### src/rtl/dmac_pkg.sv
package dmac_pkg;
    localparam int WORD_W     = 32;
    localparam int WORD_BYTES = 4;
    localparam int DESC_BYTES = 8;
    localparam int LEN_W      = 16;
    localparam int LEN_LSB    = 16;
    localparam int FLAG_VALID = 0;
    localparam int FLAG_LAST  = 1;
    localparam int FLAG_XFER  = 5;
    localparam int REG_AW     = 3;

    localparam logic [REG_AW-1:0] REG_CTRL    = 3'd0;
    localparam logic [REG_AW-1:0] REG_LIST_LO = 3'd1;
    localparam logic [REG_AW-1:0] REG_LIST_HI = 3'd2;
    localparam logic [REG_AW-1:0] REG_ROW     = 3'd3;
    localparam logic [REG_AW-1:0] REG_STATUS  = 3'd4;
    localparam logic [REG_AW-1:0] REG_IRQEN   = 3'd5;

    typedef enum logic [3:0] {
        S_IDLE,
        S_FETCH_LO,
        S_WAIT_LO,
        S_FETCH_HI,
        S_WAIT_HI,
        S_DECODE,
        S_MEM_RD,
        S_RD_WAIT,
        S_PUSH,
        S_PULL,
        S_MEM_WR,
        S_ADVANCE
    } dmac_state_e;
endpackage

### src/rtl/dmac_regs.sv
module dmac_regs
    import dmac_pkg::*;
#(
    parameter bit IS_RX  = 1'b1,
    parameter int ADDR_W = 32,
    parameter int ROW_W  = 16
) (
    input  logic              clk,
    input  logic              rst_n,
    input  logic              wr_en,
    input  logic [REG_AW-1:0] addr,
    input  logic [WORD_W-1:0] wdata,
    input  logic              busy,
    input  logic              done_set,
    input  logic              err_set,
    output logic [WORD_W-1:0] rdata,
    output logic [ADDR_W-1:0] start_base,
    output logic [ROW_W-1:0]  row_bytes,
    output logic              start,
    output logic              abort,
    output logic              irq
);
    logic [WORD_W-1:0] list_lo_q;
    logic [WORD_W-1:0] list_hi_q;
    logic [ROW_W-1:0]  row_q;
    logic [1:0]        status_q;
    logic [1:0]        irqen_q;
    logic              wr_ctrl;
    logic              wr_lo;

    assign wr_ctrl = wr_en && (addr == REG_CTRL);
    assign wr_lo   = wr_en && (addr == REG_LIST_LO);

    generate
        if (IS_RX) begin : g_rx_start
            assign start      = wr_ctrl && wdata[0] && !busy;
            assign start_base = list_lo_q[ADDR_W-1:0];
        end else begin : g_tx_start
            assign start      = wr_lo && !busy;
            assign start_base = wdata[ADDR_W-1:0];
        end
    endgenerate

    assign abort     = wr_ctrl && !wdata[0] && busy;
    assign row_bytes = row_q;
    assign irq       = |(status_q & irqen_q);

    always_ff @(posedge clk or negedge rst_n) begin
        if (!rst_n) begin
            list_lo_q <= '0;
            list_hi_q <= '0;
            row_q     <= '0;
            status_q  <= '0;
            irqen_q   <= '0;
        end else begin
            if (wr_lo)                                list_lo_q <= wdata;
            if (wr_en && (addr == REG_LIST_HI))       list_hi_q <= wdata;
            if (wr_en && (addr == REG_ROW))           row_q     <= wdata[ROW_W-1:0];
            if (wr_en && (addr == REG_IRQEN))         irqen_q   <= wdata[1:0];
            status_q <= (status_q & ~((wr_en && (addr == REG_STATUS)) ? wdata[1:0] : 2'b00))
                      | {err_set, done_set};
        end
    end

    always_comb begin
        rdata = '0;
        case (addr)
            REG_CTRL:    rdata = {{(WORD_W-1){1'b0}}, busy};
            REG_LIST_LO: rdata = list_lo_q;
            REG_LIST_HI: rdata = list_hi_q;
            REG_ROW:     rdata = {{(WORD_W-ROW_W){1'b0}}, row_q};
            REG_STATUS:  rdata = {{(WORD_W-3){1'b0}}, busy, status_q};
            REG_IRQEN:   rdata = {{(WORD_W-2){1'b0}}, irqen_q};
            default:     rdata = '0;
        endcase
    end
endmodule

### src/rtl/dmac_seq.sv
module dmac_seq
    import dmac_pkg::*;
#(
    parameter bit IS_RX  = 1'b1,
    parameter int ADDR_W = 32
) (
    input  logic              clk,
    input  logic              rst_n,
    input  logic              start,
    input  logic              abort,
    input  logic [ADDR_W-1:0] start_base,
    output logic              mem_req_valid,
    input  logic              mem_req_ready,
    output logic              mem_req_write,
    output logic [ADDR_W-1:0] mem_req_addr,
    output logic [WORD_W-1:0] mem_req_wdata,
    input  logic              mem_rsp_valid,
    input  logic [WORD_W-1:0] mem_rsp_rdata,
    input  logic              st_in_valid,
    output logic              st_in_ready,
    input  logic [WORD_W-1:0] st_in_data,
    output logic              st_out_valid,
    input  logic              st_out_ready,
    output logic [WORD_W-1:0] st_out_data,
    output logic              busy,
    output logic              done_pulse,
    output logic              err_pulse,
    output logic              wr_beat
);
    localparam logic [ADDR_W-1:0] ALIGN_MASK = ~ADDR_W'(WORD_BYTES - 1);

    dmac_state_e       state_q, state_d;
    logic [ADDR_W-1:0] desc_ptr;
    logic [ADDR_W-1:0] buf_addr;
    logic [LEN_W-1:0]  remain;
    logic [WORD_W-1:0] data_q;
    logic              f_valid, f_last, f_xfer;
    logic              desc_bad, desc_empty, last_beat, beat_done;

    assign desc_bad   = !f_valid || (remain[1:0] != 2'b00);
    assign desc_empty = !f_xfer || (remain == '0);
    assign last_beat  = (remain == LEN_W'(WORD_BYTES));
    assign beat_done  = ((state_q == S_PUSH) && st_out_ready)
                     || ((state_q == S_MEM_WR) && mem_req_ready);

    always_ff @(posedge clk or negedge rst_n) begin
        if (!rst_n) state_q <= S_IDLE;
        else        state_q <= state_d;
    end

    always_comb begin
        state_d = state_q;
        unique case (state_q)
            S_IDLE:     if (start)         state_d = S_FETCH_LO;
            S_FETCH_LO: if (mem_req_ready) state_d = S_WAIT_LO;
            S_WAIT_LO:  if (mem_rsp_valid) state_d = S_FETCH_HI;
            S_FETCH_HI: if (mem_req_ready) state_d = S_WAIT_HI;
            S_WAIT_HI:  if (mem_rsp_valid) state_d = S_DECODE;
            S_DECODE: begin
                if (desc_bad)        state_d = S_IDLE;
                else if (desc_empty) state_d = S_ADVANCE;
                else if (IS_RX)      state_d = S_PULL;
                else                 state_d = S_MEM_RD;
            end
            S_MEM_RD:   if (mem_req_ready) state_d = S_RD_WAIT;
            S_RD_WAIT:  if (mem_rsp_valid) state_d = S_PUSH;
            S_PUSH:     if (st_out_ready)  state_d = last_beat ? S_ADVANCE : S_MEM_RD;
            S_PULL:     if (st_in_valid)   state_d = S_MEM_WR;
            S_MEM_WR:   if (mem_req_ready) state_d = last_beat ? S_ADVANCE : S_PULL;
            S_ADVANCE:  state_d = f_last ? S_IDLE : S_FETCH_LO;
            default:    state_d = S_IDLE;
        endcase
        if (abort) state_d = S_IDLE;
    end

    always_comb begin
        mem_req_valid = 1'b0;
        mem_req_write = 1'b0;
        mem_req_addr  = buf_addr;
        st_in_ready   = 1'b0;
        st_out_valid  = 1'b0;
        done_pulse    = 1'b0;
        err_pulse     = 1'b0;
        unique case (state_q)
            S_FETCH_LO: begin
                mem_req_valid = 1'b1;
                mem_req_addr  = desc_ptr;
            end
            S_FETCH_HI: begin
                mem_req_valid = 1'b1;
                mem_req_addr  = desc_ptr + ADDR_W'(WORD_BYTES);
            end
            S_DECODE:  err_pulse     = desc_bad && !abort;
            S_MEM_RD:  mem_req_valid = 1'b1;
            S_PUSH:    st_out_valid  = 1'b1;
            S_PULL:    st_in_ready   = 1'b1;
            S_MEM_WR: begin
                mem_req_valid = 1'b1;
                mem_req_write = 1'b1;
            end
            S_ADVANCE: done_pulse = f_last && !abort;
            default: ;
        endcase
    end

    assign mem_req_wdata = data_q;
    assign st_out_data   = data_q;
    assign busy          = (state_q != S_IDLE);
    assign wr_beat       = (state_q == S_MEM_WR) && mem_req_ready && !abort;

    always_ff @(posedge clk or negedge rst_n) begin
        if (!rst_n) begin
            desc_ptr <= '0;
            buf_addr <= '0;
            remain   <= '0;
            data_q   <= '0;
            f_valid  <= 1'b0;
            f_last   <= 1'b0;
            f_xfer   <= 1'b0;
        end else begin
            if ((state_q == S_IDLE) && start)
                desc_ptr <= start_base & ALIGN_MASK;
            if ((state_q == S_WAIT_LO) && mem_rsp_valid) begin
                f_valid <= mem_rsp_rdata[FLAG_VALID];
                f_last  <= mem_rsp_rdata[FLAG_LAST];
                f_xfer  <= mem_rsp_rdata[FLAG_XFER];
                remain  <= mem_rsp_rdata[LEN_LSB +: LEN_W];
            end
            if ((state_q == S_WAIT_HI) && mem_rsp_valid)
                buf_addr <= mem_rsp_rdata[ADDR_W-1:0] & ALIGN_MASK;
            if ((state_q == S_RD_WAIT) && mem_rsp_valid)
                data_q <= mem_rsp_rdata;
            if ((state_q == S_PULL) && st_in_valid)
                data_q <= st_in_data;
            if (beat_done) begin
                buf_addr <= buf_addr + ADDR_W'(WORD_BYTES);
                remain   <= remain - LEN_W'(WORD_BYTES);
            end
            if ((state_q == S_ADVANCE) && !f_last)
                desc_ptr <= desc_ptr + ADDR_W'(DESC_BYTES);
        end
    end
endmodule

### src/rtl/dmac_row_count.sv
module dmac_row_count
    import dmac_pkg::*;
#(
    parameter int ROW_W = 16
) (
    input  logic             clk,
    input  logic             rst_n,
    input  logic             clear,
    input  logic             beat,
    input  logic [ROW_W-1:0] row_bytes,
    output logic             row_end
);
    logic [ROW_W-1:0] cnt_q;
    logic [ROW_W:0]   next_cnt;

    assign next_cnt = {1'b0, cnt_q} + (ROW_W+1)'(WORD_BYTES);
    assign row_end  = beat && (row_bytes != '0) && (next_cnt >= {1'b0, row_bytes});

    always_ff @(posedge clk or negedge rst_n) begin
        if (!rst_n)       cnt_q <= '0;
        else if (clear)   cnt_q <= '0;
        else if (row_end) cnt_q <= '0;
        else if (beat)    cnt_q <= next_cnt[ROW_W-1:0];
    end
endmodule

### src/rtl/desc_chain_dma.sv
module desc_chain_dma
    import dmac_pkg::*;
#(
    parameter bit IS_RX  = 1'b1,
    parameter int ADDR_W = 32,
    parameter int ROW_W  = 16
) (
    input  logic              clk,
    input  logic              rst_n,
    input  logic              reg_wr_en,
    input  logic [REG_AW-1:0] reg_addr,
    input  logic [WORD_W-1:0] reg_wdata,
    output logic [WORD_W-1:0] reg_rdata,
    output logic              mem_req_valid,
    input  logic              mem_req_ready,
    output logic              mem_req_write,
    output logic [ADDR_W-1:0] mem_req_addr,
    output logic [WORD_W-1:0] mem_req_wdata,
    input  logic              mem_rsp_valid,
    input  logic [WORD_W-1:0] mem_rsp_rdata,
    input  logic              st_in_valid,
    output logic              st_in_ready,
    input  logic [WORD_W-1:0] st_in_data,
    output logic              st_out_valid,
    input  logic              st_out_ready,
    output logic [WORD_W-1:0] st_out_data,
    output logic              row_end,
    output logic              irq
);
    logic              start_w, abort_w, busy_w, done_w, err_w, beat_w;
    logic [ADDR_W-1:0] base_w;
    logic [ROW_W-1:0]  row_w;

    dmac_regs #(.IS_RX(IS_RX), .ADDR_W(ADDR_W), .ROW_W(ROW_W)) u_regs (
        .clk(clk), .rst_n(rst_n), .wr_en(reg_wr_en), .addr(reg_addr),
        .wdata(reg_wdata), .busy(busy_w), .done_set(done_w), .err_set(err_w),
        .rdata(reg_rdata), .start_base(base_w), .row_bytes(row_w),
        .start(start_w), .abort(abort_w), .irq(irq)
    );

    dmac_seq #(.IS_RX(IS_RX), .ADDR_W(ADDR_W)) u_seq (
        .clk(clk), .rst_n(rst_n), .start(start_w), .abort(abort_w),
        .start_base(base_w),
        .mem_req_valid(mem_req_valid), .mem_req_ready(mem_req_ready),
        .mem_req_write(mem_req_write), .mem_req_addr(mem_req_addr),
        .mem_req_wdata(mem_req_wdata), .mem_rsp_valid(mem_rsp_valid),
        .mem_rsp_rdata(mem_rsp_rdata),
        .st_in_valid(st_in_valid), .st_in_ready(st_in_ready), .st_in_data(st_in_data),
        .st_out_valid(st_out_valid), .st_out_ready(st_out_ready), .st_out_data(st_out_data),
        .busy(busy_w), .done_pulse(done_w), .err_pulse(err_w), .wr_beat(beat_w)
    );

    generate
        if (IS_RX) begin : g_row
            dmac_row_count #(.ROW_W(ROW_W)) u_row (
                .clk(clk), .rst_n(rst_n), .clear(start_w), .beat(beat_w),
                .row_bytes(row_w), .row_end(row_end)
            );
        end else begin : g_no_row
            assign row_end = 1'b0;
        end
    endgenerate
endmodule

### config.mk
export PLATFORM = sky130hd
export DESIGN_NAME = desc_chain_dma
export DESIGN_NICKNAME = d
export VERILOG_FILES = /design/src/rtl/dmac_pkg.sv /design/src/rtl/dmac_regs.sv /design/src/rtl/dmac_seq.sv /design/src/rtl/dmac_row_count.sv /design/src/rtl/desc_chain_dma.sv
export SDC_FILE = /design/constraint.sdc
export NUM_CORES = 1
export LEC_CHECK = 0
export ABC_AREA = 1
export BUFFER_PORTS_ARGS = -buffer_cell sky130_fd_sc_hd__buf_2
export CAP_MARGIN = 20
export CORE_AREA = 2 2 141 177
export DETAILED_ROUTE_END_ITERATION = 10
export DIE_AREA = 0 0 143 179
export PLACE_DENSITY = 0.86
export SLEW_MARGIN = 20
export SYNTH_ARGS = -nofsm -noshare
export SYNTH_HDL_FRONTEND = slang
export SYNTH_SLANG_ARGS = --single-unit
### constraint.sdc
create_clock -name clk -period 5.72 [get_ports clk]
set_clock_uncertainty 0.1 [all_clocks]
set_input_delay 0.572 -clock clk [delete_from_list [all_inputs] [get_ports clk]]
set_output_delay 0.572 -clock clk [all_outputs]
set_load 0.03 [all_outputs]
==> results.json, run 1 <==
{
  "status": "completed",
  "areaGrowthSynthToFinish_pct": 14.26,
  "cp-start-kind": "register",
  "dieArea_sq_um": 25600,
  "grtUsageTotal_pct": 32.99,
  "gp_congestion": 0.9928,
  "root_buffer": "clkbuf_16",
  "num-fill-cells": 2127,
  "netlist_area_sq_um": 13420,
  "numCtsBuffers": 24,
  "grt_max_degree": 109,
  "pre_cts_slack_ns": 2.327,
  "nets": 2175,
  "antenna_left": 0,
  "drtIter0Drc": 1039,
  "pwr-share-comb_pct": 47.5,
  "clk_pin_slew_ns": 0.06,
  "criticalPathCategory": "register to output port",
  "die_x_um": 143,
  "min_period_ns": 3.798,
  "wl_per_cell_um": 17.96,
  "dp_hpwl_mm": 32.09,
  "vias_per_cell": 5.671,
  "p_sw_mw": 3.968,
  "slew-limit-headroom_pct": 37.32,
  "initial_utilization_pct": 55.69,
  "cellPowerDensity_nw_per_um2": 521.7,
  "cts_hold_buffers": 0,
  "hold_viol_final": 0,
  "synth_edf_count": 0,
  "crit_arrival_ns": 3.13,
  "crit_path_end_kind": "output port",
  "dr.pass1.iters": 5,
  "post-synth-top-count-cell": "nand2_1",
  "tns_ns": 0,
  "regArea_sq_um": 5330,
  "drive_above_1_share_pct": 16.46,
  "async_flop_share_pct": 100.0,
  "intPower_mw": 4.033,
  "rows": 64,
  "io_pins": 240,
  "die_y_um": 179,
  "yosys-top-cells-count": "nand2_1 (576), inv_1 (236), dfrtp_1 (213)",
  "num_vias": 13590,
  "wl_mm": 43.03,
  "tightest_slew_ns": 0.9380,
  "final_cells": 2396,
  "antenna_found_initial": 0,
  "dp_cells": 2351,
  "power_switching_share_pct": 49.59,
  "setup-violations-final": 0,
  "clockBufferDepth": 3,
  "seq_power_share_pct": 32.9,
  "final.setup.worst_slack_ns": 1.922,
  "vdd_ir_drop_max_mv": 0.3156,
  "finalMaxSlewViolations": 0,
  "drv_cap": 0,
  "ctsResizeCount": 0,
  "synth_area_leader_cell": "dfrtp_1",
  "ys_top_cells_by_area": "dfrtp_1 (40%), nand2_1 (16%), o21ai_0 (7.1%), inv_1 (6.6%), nand3_1 (4.7%)",
  "synth.distinct_cells": 54,
  "grt_pass1_wl_mm": 66.52,
  "grt_overflow": 0,
  "cts_setup_buffers": 0,
  "grt_pass1_vias": 12590,
  "core_area_sq_um": 24100,
  "syn_avg_cell_area_sq_um": 7.144,
  "fin_crit_sh_pct": 66.39,
  "rsz0062_at_grt": "false",
  "synth-seq-cells": 213,
  "syn_inst": 1879,
  "fmax_ghz": 0.2633,
  "power_leakage_nw": 7.951,
  "worstSkewPairLatency_ns": 0.53,
  "synthFlopType": "dfrtp_1",
  "required_ns": 5.05,
  "drc": 0,
  "critPathMaxFanout": 15,
  "io_buffers": 237,
  "cts_sinks": 213,
  "utilization_pct": 63.63,
  "pwr-share-clk_pct": 19.7,
  "synth_top_area_share_pct": 39.71,
  "cts_tree": "built",
  "ys_warn_count": 0,
  "ys_seq_area_share_pct": 39.71,
  "cts_max_level": 1,
  "multiInputGateArea_sq_um": 6601,
  "hp-class": "primary input to async pin"
}
-- layer usage --
metal	part of all wire [%]	global-route usage (%)
met5	0	0
met3	7.9	4.594
met4	5.6	17.62
met2	48	56.04
met1	39	40.67
-- kinds of logic after synthesis --
kind of cell / count (synthesis) / share of synthesized area, %
adders and majority gates: 22 / 2.051
other: 1 / 0.02794
xor gates and xnor gates: 28 / 1.827
DFF: 213 / 39.71
and+or+nand+nor: 913 / 29.00
AOI/OAI and AO/OA: 352 / 16.15
buffers and inverters: 350 / 11.23
-- state kept, by name, summed over array words and instances, names as in the netlist --
signal	flops
u_seq.f_last	1
g_row.u_row.cnt_q	14
u_regs.irqen_q	2
u_seq.mem_req_wdata	32
u_regs.list_hi_q	32
u_seq.f_xfer	1
u_seq.state_q	4
u_regs.status_q	2
u_seq.buf_addr	30
u_seq.desc_ptr	30
u_seq.f_valid	1
u_regs.row_bytes	16
u_seq.remain	16
u_regs.start_base	32
-- placed cells by master (no fill, tap or decap), types with 4 or more instances in the layout --
| master | synthesis | final |
|---|---|---|
| a21oi_1 | 20 | 20 |
| a22o_1 | 8 | 8 |
| a22oi_1 | 11 | 11 |
| a22oi_2 | 12 | 12 |
| buf_2 | 15 | 236 |
| buf_4 | 36 | 4 |
| clkbuf_16 | 0 | 25 |
| clkbuf_8 | 0 | 7 |
| clkinv_2 | 0 | 4 |
| dfrtp_1 | 213 | 213 |
| ha_1 | 22 | 22 |
| inv_1 | 236 | 236 |
| inv_2 | 13 | 13 |
| nand2_1 | 576 | 576 |
| nand2_2 | 5 | 5 |
| nand2_4 | 4 | 4 |
| nand3_1 | 125 | 125 |
| nand3b_1 | 5 | 5 |
| nand4_1 | 21 | 21 |
| nor2_1 | 126 | 126 |
| nor2_4 | 6 | 6 |
| nor3_1 | 22 | 22 |
| nor3b_1 | 4 | 4 |
| o211ai_1 | 29 | 29 |
| o21ai_0 | 190 | 190 |
| o21ai_1 | 24 | 24 |
| o21bai_1 | 9 | 9 |
| o221ai_1 | 20 | 20 |
| o22ai_1 | 12 | 12 |
| o311ai_0 | 5 | 5 |
| xnor2_1 | 4 | 4 |
| xor2_1 | 24 | 24 |
-- layout make-up --
| class | count | area share [%] |
|---|---|---|
| multi-input combinational | 1317 | 43.04 |
| sequential | 213 | 34.75 |
| timing repair buffer | 242 | 8.117 |
| inverter | 249 | 6.094 |
| clock buffer | 34 | 4.691 |
| tap | 330 | 2.692 |
| clock inverter | 10 | 0.5955 |
| antenna | 1 | 0.01632 |
-- through the flow --
step                      power (mW)  area, sq um  hold WS [ns]
final                          8.002        15340       0.05613
after global routing           8.477        15330        0.1339
after detailed placement       6.376        14520        0.3738
after CTS                      7.970        15330        0.1007
after floorplan                5.261        13430        0.1764
after global placement         6.302        14520        0.3653
-- power groups by stage --
stage          Clock [mW]  Sequential, mW  Combinational (mW)
6_report             1.57            2.63                3.80
2_1_floorplan           0            2.63                2.63
4_1_cts              1.59            2.60                3.78
5_1_grt              1.65            2.69                4.14
3_3_place_gp            0            2.60                3.70
3_5_place_dp            0            2.62                3.76
-- worst max-delay path, stage by stage (launching register included) --
cell and delay [ns]:
dfrtp_1 0.43, nand3_1 0.11, nor2_1 0.29, nand2_1 0.11
nor2_1 0.18, inv_1 0.06, nand2_1 0.09, inv_1 0.05
ha_1 0.26, nand2_1 0.04, inv_1 0.09, nand2_1 0.06
nor2_1 0.09, nand2_1 0.06, nand3_1 0.06, nand2_1 0.05
nand3_1 0.07, nand2_2 0.20, inv_1 0.10, buf_2 0.19
-- final timing paths --
check | from | endpoint | slack [ns] | cells past startpoint
max | g_row.u_row.cnt_q[2] | row_end | 1.92 | 19
min | rst_n | u_seq.desc_ptr[29] | 0.06 | 1
max reg2reg | u_seq.state_q[3] | g_row.u_row.cnt_q[3] | 2.65 | 8
min reg2reg | u_regs.start_base[22] | u_regs.start_base[22] | 0.39 | 2
max in group asynchronous | rst_n | g_row.u_row.cnt_q[6] | 4.39 | 2
min in group clk | st_in_data[16] | u_seq.mem_req_wdata[16] | 0.18 | 3
(Power assumes the default switching activity.)
==> run 2: changes to the inputs <==
Settings changed: ABC_AREA 1 to 0, CORE_AREA 2 2 141 177 to 2 2 144 181, DIE_AREA 0 0 143 179 to 0 0 146 183, PLACE_DENSITY 0.86 to 0.82.
Clock period 5.72 ns to 3.1 ns, I/O delays scaled along.
==> results.json, run 2 <==
{
  "status": "finished, violations left",
  "violations": "hold timing, setup timing",
  "post-synth-top-count-cell": "dfrtp_1",
  "num-fill-cells": 2047,
  "syn_inst": 1332,
  "crit_arrival_ns": 2.92,
  "min_period_ns": 3.332,
  "cp-start-kind": "register",
  "netlist_area_sq_um": 12530,
  "yosys-top-cells-count": "dfrtp_1 (213), nand2_1 (172), nor2_1 (105)",
  "grt_overflow": 0,
  "multiInputGateArea_sq_um": 6553,
  "antenna_found_initial": 2,
  "cts_sinks": 213,
  "critPathMaxFanout": 3,
  "dieArea_sq_um": 26720,
  "fin_crit_sh_pct": 107.5,
  "io_buffers": 237,
  "ys_top_cells_by_area": "dfrtp_1 (43%), mux2_2 (8.4%), nand2_1 (5.2%), mux2i_1 (3.3%), nor2_1 (3.1%)",
  "initial_utilization_pct": 50.04,
  "postPlaceCellArea_sq_um": 13930,
  "grt_max_degree": 101,
  "crit_path_end_kind": "output port",
  "io_pins": 240,
  "rsz0062_at_grt": "true",
  "criticalPathCategory": "register to output port",
  "synthFlopType": "dfrtp_1",
  "layout_common_cells": "buf_2 (231), dfrtp_1 (200), nand2_1 (170)",
  "worstSkewPairLatency_ns": 0.52,
  "ys_seq_area_share_pct": 42.52,
  "required_ns": 2.69,
  "fmax_ghz": 0.3001,
  "ys_warn_count": 0,
  "clockBufferDepth": 3,
  "final.setup.worst_slack_ns": -0.2321,
  "cts_max_level": 1,
  "vias_per_cell": 6.008,
  "areaGrowthSynthToFinish_pct": 26.69,
  "rows": 65,
  "synth_area_leader_cell": "dfrtp_1",
  "die_y_um": 183,
  "async_flop_share_pct": 100.0,
  "p_total_mw": 11.90,
  "synth.distinct_cells": 72,
  "hold_slack_ns": -0.005759,
  "synth-seq-cells": 213,
  "antenna_left": 0,
  "gp_congestion": 0.9482,
  "layout_commonest_cell": "buf_2",
  "setup-violations-final": 1,
  "dp_cells": 1832,
  "grt_pass1_wl_mm": 61.34,
  "clk_pin_slew_ns": 0.07,
  "pre_cts_slack_ns": 0.07405,
  "numCtsBuffers": 24,
  "wl_mm": 39.37,
  "nets": 1756,
  "dr.pass1.iters": 7,
  "num_vias": 11900,
  "slew-limit-headroom_pct": 40.71,
  "finalMaxSlewViolations": 0,
  "power_leakage_nw": 7.230,
  "die_x_um": 146,
  "tightest_slew_ns": 0.8893,
  "core_area_sq_um": 25050,
  "hp-class": "primary input to register",
  "cellPowerDensity_nw_per_um2": 749.1,
  "dp_hpwl_mm": 27.41,
  "root_buffer": "clkbuf_16",
  "regArea_sq_um": 5346,
  "vdd_ir_drop_max_mv": 0.4439,
  "cts_tree": "built",
  "drive_above_1_share_pct": 29.62,
  "grt_pass1_vias": 11520,
  "postLayoutCellArea_sq_um": 15880,
  "drc": 0,
  "hold_viol_final": 1,
  "wl_per_cell_um": 19.88,
  "drtIter0Drc": 910,
  "grtUsageTotal_pct": 28.36,
  "final_cells": 1980,
  "synth_top_area_share_pct": 42.52,
  "drv_cap": 0,
  "syn_avg_cell_area_sq_um": 9.410,
  "synth_edf_count": 0
}
## run 2: cell types whose count changed in the layout (fill, tap and decap cells not counted), moves of 41 or more
cell / delta
a21oi_1: +45
buf_4: +57
dlygate4sd3_1: +83
inv_1: -197
mux2_2: +94
mux2i_1: +41
nand2_1: -406
nand3_1: -74
o21ai_0: -129
## run 2: cell type report
type,instances,share of cell area [%]
inverters,39,0.9218
repair buffers,384,16.28
well taps,335,2.639
clock buffers,32,4.231
flip-flops and latches,213,33.67
multi-input cells,966,41.26
diodes,1,0.01576
clock inverters,10,0.9849
## run 2: cells by family after synthesis
group,after synthesis,share of synthesized area (%)
AND/OR/NAND/NOR,462,18.07
adder cells (fa/ha/maj),22,2.196
flip-flops,213,42.52
XOR/XNOR,38,2.655
AO/OA/AOI/OAI,307,16.71
buffers and inverters,154,6.099
multiplexers,135,11.72
other,1,0.02992
## run 2: worst paths after layout
| kind | startpoint | endpoint | slack [ns] | cells past startpoint |
|---|---|---|---|---|
| setup reg to reg | g_row.u_row.cnt_q[3] | g_row.u_row.cnt_q[8] | 0.14 | 12 |
| hold / removal | mem_rsp_rdata[11] | u_seq.buf_addr[11] | -0.006 | 3 |
| max in group asynchronous | rst_n | u_seq.desc_ptr[22] | 1.70 | 3 |
| hold reg to reg | u_regs.start_base[2] | u_seq.desc_ptr[2] | 0.39 | 2 |
| min in group asynchronous | rst_n | g_row.u_row.cnt_q[14] | 0.36 | 2 |
| setup / recovery | g_row.u_row.cnt_q[3] | row_end | -0.23 | 11 |
## run 2: through the flow
stage	TNS [ns]	util, %
finish	-0.2321	63.40
global route	-0.3338	63.39
CTS	-0.2085	62.77
detailed placement	0	55.61
global placement	0	55.61
floorplan	0	-
## run 2: routing by layer
layer / vias up / GRT usage [%] / routed length [um]
met5: - / 0 / 11
met4: 2 / 12.04 / 1680
met2: 573 / 48.98 / 19410
met3: 103 / 4.851 / 3117
li1: 5409 / - / -
met1: 5809 / 35.22 / 15150
## run 2: worst max-delay path, cell delays in order (launching register included)
cell	delay [ns]
dfrtp_1	0.38
ha_2	0.20
and3_4	0.19
nand3_1	0.09
xnor2_1	0.16
ha_1	0.30
nand4_1	0.12
nor4b_2	0.24
a311oi_1	0.12
o221a_2	0.31
a21oi_2	0.15
buf_6	0.14
## run 2: power by group
group          total (mW)  internal [mW]  switching, mW
registers            4.53           3.58          0.945
clock network        3.02           1.85           1.17
logic                4.35           1.69           2.65
total                11.9           7.13           4.77
## run 2: repair_timing
action / CTS / global route
hold buffers: 82 / 1
endpoints found under the hold margin: 222 / 1
setup buffers: 9 / 13
setup endpoints to repair: 13 / 24
resized for setup: 26 / 21
pin swaps: 8 / 7
==> run 3: changes to the inputs <==
Settings changed: CELL_PAD_IN_SITES_DETAIL_PLACEMENT set to 1, CELL_PAD_IN_SITES_GLOBAL_PLACEMENT set to 2, CORE_AREA 2 2 144 181 to 2 2 183 230, DIE_AREA 0 0 146 183 to 0 0 185 232.
==> results.json, run 3 (synthesis gave the netlist of run 2 again) <==
{
  "status": "finished, violations left",
  "violations": "setup timing",
  "grt_overflow": 0,
  "p_total_mw": 12.00,
  "crit_arrival_ns": 3.04,
  "rows": 83,
  "clk_pin_slew_ns": 0.06,
  "io_buffers": 237,
  "drtIter0Drc": 565,
  "clockBufferDepth": 3,
  "nets": 1792,
  "grt_max_degree": 73,
  "cts_max_level": 1,
  "path_buf_inv": 2,
  "hp-class": "primary input to register",
  "slowest_stage": "dfrtp_1",
  "criticalPathCategory": "register to output port",
  "rsz0062_at_grt": "true",
  "critPathMaxFanout": 6,
  "worstSkewPairLatency_ns": 0.55,
  "cts_tree": "built",
  "numCtsBuffers": 25,
  "tightest_slew_ns": 0.7142,
  "vias_per_cell": 5.265,
  "fin_crit_sh_pct": 111.4,
  "dr.pass1.iters": 5,
  "cp-start-kind": "register",
  "fmax_ghz": 0.2895,
  "cts_sinks": 213,
  "root_buffer": "clkbuf_16",
  "setup-violations-final": 1,
  "crit_top_cell": "buf_6",
  "areaGrowthSynthToFinish_pct": 32.09,
  "dp_cells": 2057,
  "finalMaxSlewViolations": 0,
  "dp_hpwl_mm": 32.36,
  "final.setup.worst_slack_ns": -0.3544,
  "antenna_found_initial": 0,
  "cellPowerDensity_nw_per_um2": 724.8,
  "hold_slack_ns": 0.04982,
  "crit_chain": "buf_6, and4_1, nand2_1, xnor2_2, ha_1, nand4_1, nor4b_2, a311oi_1, o221a_4, a21oi_2, buf_6",
  "layout_common_cells": "buf_2 (227), dfrtp_1 (197), nand2_1 (170)",
  "cpLargestDelayFamily": "simple AND/OR/NAND/NOR gates",
  "crit_path_end_kind": "output port",
  "io_pins": 240,
  "antenna_left": 0,
  "drv_cap": 0,
  "gp_congestion": 0.9097,
  "grtUsageTotal_pct": 20.88,
  "max_stage_delay_ns": 0.39,
  "num_antenna_cells": 0,
  "grt_pass1_wl_mm": 70.54,
  "power_leakage_nw": 7.427,
  "required_ns": 2.69,
  "layout_commonest_cell": "buf_2",
  "min_period_ns": 3.454,
  "slew-limit-headroom_pct": 52.02,
  "vdd_ir_drop_max_mv": 0.6245,
  "wl_mm": 45.45,
  "drc": 0,
  "grt_pass1_vias": 12320,
  "dieArea_sq_um": 42920,
  "die_y_um": 232,
  "drive_above_1_share_pct": 31.61,
  "die_x_um": 185,
  "hold_viol_final": 0,
  "initial_utilization_pct": 30.79,
  "wl_per_cell_um": 20.33,
  "final_cells": 2235,
  "core_area_sq_um": 40710,
  "num_vias": 11770
}
run 3: cell count changes in the layout (fill, tap and decap cells not counted), moves of 5 or more:
| cell | previous run | this run |
|---|---|---|
| buf_4 | 61 | 75 |
| o21ai_0 | 61 | 54 |
| dlygate4sd3_1 | 83 | 104 |
| o21ai_2 | 1 | 6 |
run 3: through the flow:
stage / util [%] / setup TNS [ns] / setup WS, ns / instance area [sq um]
floorplan: - / 0 / 0.07312 / 12540
global placement: 35.07 / 0 / 0.05794 / 14270
detailed placement: 35.07 / -0.004262 / -0.002093 / 14270
CTS: 40.06 / -0.2960 / -0.2960 / 16310
global route: 40.67 / -1.073 / -0.4926 / 16560
finish: 40.67 / -0.3544 / -0.3544 / 16560
run 3: routing by layer:
metal	GRT usage (%)	vias up	part of all wire, %
li1	-	5464	-
met1	25.93	5929	42
met2	38.01	302	52
met3	2.180	73	3.9
met4	5.853	0	2.5
met5	0	-	0
run 3: worst register-to-register path, delay by kind of cell, from the launching register on:
kind,cells,cell delay (ns)
and+or+nand+nor,4,0.73
AOI/OAI and AO/OA,4,0.73
buffers and inverters,3,0.48
DFF,1,0.39
adders and majority gates,1,0.30
xor gates and xnor gates,1,0.17
run 3: timing repair:
item                                    CTS  global route
pin swaps                                11            17
hold buffers                            104             0
gates resized for setup                  38            47
cloned                                    0             0
endpoints found under the setup margin   26            41
endpoints found under the hold margin   313             0
setup buffers                            14            14
run 3: cell type report:
class	count	area (sq um)
Clock buffer	30	684.4
Clock inverter	16	107.6
Fill cell	4721	24150
Inverter	39	146.4
Multi-Input combinational cell	966	6640
Sequential cell	213	5350
Tap cell	552	690.7
Timing Repair Buffer	419	2938
run 3: final timing paths:
| check | slack (ns) | cells past startpoint | to | start |
|---|---|---|---|---|
| worst max-delay path | -0.35 | 11 | row_end | g_row.u_row.cnt_q[2] |
| worst min-delay path | 0.05 | 2 | u_seq.remain[2] | mem_rsp_rdata[18] |
| worst max register to register | 0.09 | 13 | g_row.u_row.cnt_q[11] | g_row.u_row.cnt_q[2] |
| worst min register to register | 0.38 | 2 | u_seq.remain[0] | u_seq.remain[0] |
| max in group asynchronous | 1.77 | 3 | g_row.u_row.cnt_q[4] | rst_n |
| min in group asynchronous | 0.12 | 2 | u_regs.list_hi_q[31] | rst_n |
run 3: report_power, final:
group | total [mW] | switching [mW] | internal, mW
sequential | 4.56 | 0.971 | 3.59
clock | 2.91 | 1.32 | 1.59
combinational | 4.53 | 2.77 | 1.77
total | 12.0 | 5.06 | 6.95
